--- src/rtl/qbd_pkg.sv ---
package qbd_pkg;
  typedef enum logic {
    RD_SRC_PIN   = 1'b0,
    RD_SRC_LATCH = 1'b1
  } rd_src_e;

  function automatic int unsigned cnt_width(input int unsigned max_val);
    return (max_val < 2) ? 1 : $clog2(max_val + 1);
  endfunction
endpackage

--- src/rtl/qbd_rst_sync.sv ---
module qbd_rst_sync #(
  parameter int STAGES = 2
) (
  input  logic clk,
  input  logic arst_n,
  output logic rst_n_sync
);
  logic [STAGES-1:0] chain_q;
  logic [STAGES-1:0] chain_d;

  always_comb begin
    chain_d = {chain_q[STAGES-2:0], 1'b1};
  end

  always_ff @(posedge clk or negedge arst_n) begin
    if (!arst_n) chain_q <= '0;
    else         chain_q <= chain_d;
  end

  assign rst_n_sync = chain_q[STAGES-1];
endmodule

--- src/rtl/qbd_pin_sync.sv ---
module qbd_pin_sync #(
  parameter int WIDTH  = 8,
  parameter int STAGES = 2
) (
  input  logic             clk,
  input  logic             rst_n,
  input  logic [WIDTH-1:0] pin_async,
  output logic [WIDTH-1:0] pin_sync
);
  logic [WIDTH-1:0] stage_q [STAGES];

  genvar s;
  generate
    for (s = 0; s < STAGES; s++) begin : g_stage
      logic [WIDTH-1:0] stage_d;
      if (s == 0) begin : g_first
        always_comb stage_d = pin_async;
      end else begin : g_next
        always_comb stage_d = stage_q[s-1];
      end
      always_ff @(posedge clk or negedge rst_n) begin
        if (!rst_n) stage_q[s] <= '1;
        else        stage_q[s] <= stage_d;
      end
    end
  endgenerate

  assign pin_sync = stage_q[STAGES-1];
endmodule

--- src/rtl/qbd_bit_drive.sv ---
module qbd_bit_drive #(
  parameter int PULSE_CYCLES = 2
) (
  input  logic clk,
  input  logic rst_n,
  input  logic wr_en,
  input  logic wr_bit,
  input  logic pin_s,
  output logic latch_q,
  output logic pd_en,
  output logic strong_en,
  output logic weak_en,
  output logic mid_en
);
  localparam int CW = qbd_pkg::cnt_width(PULSE_CYCLES);
  localparam logic [CW-1:0] PULSE_LD = CW'(PULSE_CYCLES);

  logic          latch_d;
  logic          latch_ce;
  logic [CW-1:0] cnt_q;
  logic [CW-1:0] cnt_d;
  logic          cnt_ce;

  // next state: a write loads latch and (re)arms or clears the pulse
  always_comb begin
    latch_ce = wr_en;
    latch_d  = wr_bit;
    cnt_ce   = wr_en || (cnt_q != '0);
    if (wr_en) cnt_d = wr_bit ? PULSE_LD : '0;
    else       cnt_d = cnt_q - 1'b1;
  end

  always_ff @(posedge clk or negedge rst_n) begin
    if (!rst_n)        latch_q <= 1'b1;
    else if (latch_ce) latch_q <= latch_d;
  end

  always_ff @(posedge clk or negedge rst_n) begin
    if (!rst_n)      cnt_q <= '0;
    else if (cnt_ce) cnt_q <= cnt_d;
  end

  assign pd_en     = ~latch_q;
  assign strong_en = (cnt_q != '0);
  assign weak_en   = latch_q;
  assign mid_en    = latch_q & pin_s;
endmodule

--- src/rtl/qbd_port_ctrl.sv ---
module qbd_port_ctrl #(
  parameter int WIDTH        = 8,
  parameter int PULSE_CYCLES = 2,
  parameter int SYNC_STAGES  = 2,
  parameter int RST_STAGES   = 2
) (
  input  logic             clk,
  input  logic             rst_n,
  input  logic             wr_en,
  input  logic [WIDTH-1:0] wr_data,
  input  logic             rd_sel_latch,
  input  logic [WIDTH-1:0] pin_in,
  output logic [WIDTH-1:0] rd_data,
  output logic [WIDTH-1:0] pull_down_en,
  output logic [WIDTH-1:0] strong_up_en,
  output logic [WIDTH-1:0] weak_up_en,
  output logic [WIDTH-1:0] mid_up_en
);
  import qbd_pkg::*;

  logic             rst_n_core;
  logic [WIDTH-1:0] pin_s;
  logic [WIDTH-1:0] latch_bits;
  rd_src_e          rd_src;

  qbd_rst_sync #(.STAGES(RST_STAGES)) u_rst_sync (
    .clk        (clk),
    .arst_n     (rst_n),
    .rst_n_sync (rst_n_core)
  );

  qbd_pin_sync #(.WIDTH(WIDTH), .STAGES(SYNC_STAGES)) u_pin_sync (
    .clk       (clk),
    .rst_n     (rst_n_core),
    .pin_async (pin_in),
    .pin_sync  (pin_s)
  );

  genvar b;
  generate
    for (b = 0; b < WIDTH; b++) begin : g_bit
      qbd_bit_drive #(.PULSE_CYCLES(PULSE_CYCLES)) u_bit (
        .clk       (clk),
        .rst_n     (rst_n_core),
        .wr_en     (wr_en),
        .wr_bit    (wr_data[b]),
        .pin_s     (pin_s[b]),
        .latch_q   (latch_bits[b]),
        .pd_en     (pull_down_en[b]),
        .strong_en (strong_up_en[b]),
        .weak_en   (weak_up_en[b]),
        .mid_en    (mid_up_en[b])
      );
    end
  endgenerate

  always_comb begin
    rd_src = rd_src_e'(rd_sel_latch);
    case (rd_src)
      RD_SRC_LATCH: rd_data = latch_bits;
      default:      rd_data = pin_s;
    endcase
  end
endmodule

--- config.mk ---
export PLATFORM = sky130hd
export DESIGN_NAME = qbd_port_ctrl
export DESIGN_NICKNAME = d
export VERILOG_FILES = /design/src/rtl/qbd_pkg.sv /design/src/rtl/qbd_rst_sync.sv /design/src/rtl/qbd_pin_sync.sv /design/src/rtl/qbd_bit_drive.sv /design/src/rtl/qbd_port_ctrl.sv
export SDC_FILE = /design/constraint.sdc
export NUM_CORES = 1
export LEC_CHECK = 0
export ABC_AREA = 0
export CORE_MARGIN = 1
export CORE_UTILIZATION = 43
export DETAILED_ROUTE_END_ITERATION = 8
export GPL_ROUTABILITY_DRIVEN = 0
export GPL_TIMING_DRIVEN = 0
export HOLD_SLACK_MARGIN = 0.15
export PLACE_DENSITY = 0.87
export SETUP_SLACK_MARGIN = 0.3
export SYNTH_ARGS = -nofsm -noshare
export SYNTH_HDL_FRONTEND = slang
export SYNTH_SLANG_ARGS = --single-unit
--- constraint.sdc ---
create_clock -name clk -period 1.2 [get_ports clk]
set_input_delay 0.36 -clock clk [delete_from_list [all_inputs] [get_ports clk]]
set_output_delay 0.36 -clock clk [all_outputs]
set_load 0.05 [all_outputs]
==> impl_metrics.yaml <==
sta:
  hold_slack_ns: 0.219
  finalSetupTns_ns: -15.09
  min_period_ns: 1.66
  hold_viol: 0
  final-max-slew-violation-count: 0
  skew_ns: 0.00972
  setup_viol_count_final: 45
  fin_crit_sh: 1.39
  setup_slack_ns: -0.463
  grt_setup_unrepaired: "yes"
  clock.fmax_mhz: 601
clock_tree:
  htree_levels: 2
  numClockSinks: 42
  cts-buffers-inserted: 5
  clockBufferDepth: 2
  clk_latency_ns: 0.29
  clkTransAtPathRegs_ns: 0.09
  cts_root_buffer: "clkbuf_8"
  cts_tree: "built"
  ctsHoldBuffers: 0
drt:
  num_vias: 1686
  wl_met2_mm: 3.37
  route.met3.wl_um: 144
  m1WireLength_mm: 2.42
  routed.top_layer: "met4"
  postRouteWirelength_mm: 6.16
  dr.first_iter.drc_count: 42
  first_pass_iters: 4
  detail_route.vias_per_cell: 4.47
  drc: 0
  antenna_left: 0
  post_drt_wl_per_cell_um: 16.3
critical_path:
  ff2ff_setup_slack_ns: -0.13
  reg2reg_from: "g_bit[3].u_bit.cnt_q[0]$_DFFE_PN0P_"
  crit_path_max_fanout: 4
  critPathRequiredTime_ns: 0.84
  cp-end-kind: "primary output"
  cp-start-kind: "flop"
  r2r_cells: 6
  arrival_ns: 1.30
  path_class: "flop to primary output"
  rr_endpoint: "g_bit[3].u_bit.cnt_q[1]$_DFFE_PN0P_"
floorplanning:
  core_area_um2: 4820
  core.rowCount: 25
  ios: 60
  die_h_um: 73.3
  die_x_um: 73.3
  initial_core_util: 0.454
  die-area_um2: 5380
cells_and_area:
  drive_above_1_share: 0.768
  fin_cells: 377
  ff_latch_area_um2: 1080
  final_area_um2: 3970
  final_util: 0.824
  fill_cells: 217
  area_growth_pct: 81.5
  diodes: 0
  nNetsFinal: 337
  multi_input_comb_area_um2: 855
pwr:
  p_seq_frac: 0.252
  power_frac_clock: 0.118
  p_sw_frac: 0.385
  p_comb_frac: 0.630
  intPower_mw: 4.98
  p_sw_mw: 3.11
  max-vdd-ir-drop_uv: 1300
  p_total_mw: 8.09
  p_leak_nw: 1.87
  p_per_area_nw_per_um2: 2040
placed_design:
  dp.final_hpwl_mm: 3.08
  pre_cts_slack_ns: -0.762
  numPlacedInstances: 322
  place_area_um2: 3150
  io_buffers: 57
outcome:
  violations: "negative setup slack"
  outcome: "complete, but fails checks"
yosys:
  ys_seq_elements: 42
  synth_edf_count: 0
  syn_inst: 198
  netlist_area_um2: 2190
  yosysSeqAreaShare: 0.494
  synth_nets: 226
  synth_ff_type: "dfstp_2"
  synth.avg_cell_area_um2: 11.0
  yosys_warnings: 0
  ys_types: 21
  synth_async_sr_flop_share: 1.00
grt:
  antenna_found_initial: 0
  grt_overflow: 0
  grt_pass1_wl_mm: 8.11
  grt_max_degree: 41
  grt_pass1_vias: 1697
  grtUsageTotal: 0.204
run:
  maxCapViolations: 0
worst_hold_path:
  hold_path_class: "input pin to async pin"
logic make-up after synthesis:
logic type / count (synthesis) / share of synthesized area
AO/OA/AOI/OAI: 16 / 0.0635
other: 1 / 0.00171
flip-flops: 42 / 0.494
buffers and inverters: 69 / 0.195
adder cells (fa/ha/maj): 8 / 0.0458
multiplexers: 8 / 0.0549
AND/OR/NAND/NOR: 46 / 0.113
XOR/XNOR: 8 / 0.0320
Yosys cell counts (all sizes together) (8+ instances only):
library cell  instances  area (µm²)
dfstp                24         631
nand2                 8        45.1
dfrtp                18         450
xor2                  8        70.1
buf                  37         305
inv                  32         120
o21ai                 8        66.3
mux2                  8         120
and2                 14        87.6
nor2                 14        52.6
ha                    8         100
cells in the final DEF (no fill, tap or decap):
cell,Yosys,routed
buf_8,0,53
nor2b_1,4,2
o31ai_2,1,1
clkdlybuf4s50_1,0,17
nand2_2,6,6
nand2_1,2,2
buf_12,1,3
clkinv_2,0,1
inv_4,0,1
dfrtp_4,0,1
and2_1,14,1
dfrtp_1,18,17
o31a_1,6,6
xor2_2,0,3
clkbuf_8,0,6
mux2_4,8,8
inv_2,0,32
conb_1,1,1
o21ai_2,7,8
xor2_1,8,5
nor2b_4,0,2
ha_4,0,8
dfstp_2,24,24
and2_4,0,13
nand2b_1,6,6
buf_6,4,52
buf_4,32,16
o31ai_1,1,1
nor2_1,14,14
sequential cells by signal, summed over array words and instances (netlist names):
name and flops:
g_bit.u_bit.latch_q 8, u_rst_sync.chain_q 2, u_pin_sync.g_stage.stage_d 8, g_bit.u_bit.cnt_q 16, u_pin_sync.pin_sync 8
critical path: stages (launching register included):
cell,delay [ns]
dfstp_2,0.61
and2_4,0.17
buf_8,0.09
buf_8,0.13
cell type report:
type	count	area share
plain buffers	37	0.125
clock inverters	2	0.00284
inverters	32	0.0303
well taps	67	0.0211
clock buffers	6	0.0208
repair buffers	104	0.312
flip-flops and latches	42	0.273
multi-input cells	87	0.215
worst max path at each step:
stage	startpoint	endpoint	depth (start not counted)
2_1_floorplan	rd_sel_latch	rd_data[0]	2
3_3_place_gp	g_bit[5].u_bit.latch_q$_DFFE_PN1P_	mid_up_en[5]	3
3_5_place_dp	g_bit[5].u_bit.latch_q$_DFFE_PN1P_	mid_up_en[5]	3
4_1_cts	g_bit[5].u_bit.latch_q$_DFFE_PN1P_	mid_up_en[5]	3
5_1_grt	g_bit[7].u_bit.latch_q$_DFFE_PN1P_	mid_up_en[7]	3
6_report	g_bit[7].u_bit.latch_q$_DFFE_PN1P_	mid_up_en[7]	3
timing repair:
action,CTS,global route
pin swaps,19,26
buffers inserted,33,14
endpoints found under the setup margin,72,64
gates resized for setup,328,37
metal layers:
| metal | vias up | global-route usage |
|---|---|---|
| met1 | 833 | 0.230 |
| met2 | 44 | 0.379 |
| met3 | 19 | 0.0370 |
| li1 | 790 | - |
| met5 | - | 0 |
| met4 | 0 | 0.0833 |
power by group through the flow:
stage	sequential, mW	clock [mW]	combinational [mW]
3_3_place_gp	2.02	0	3.44
5_1_grt	2.07	1.04	5.40
2_1_floorplan	1.99	0	2.80
4_1_cts	2.00	0.953	4.38
6_report	2.04	0.957	5.09
3_5_place_dp	2.04	0	3.55
Power figures use the tool's default switching activity.
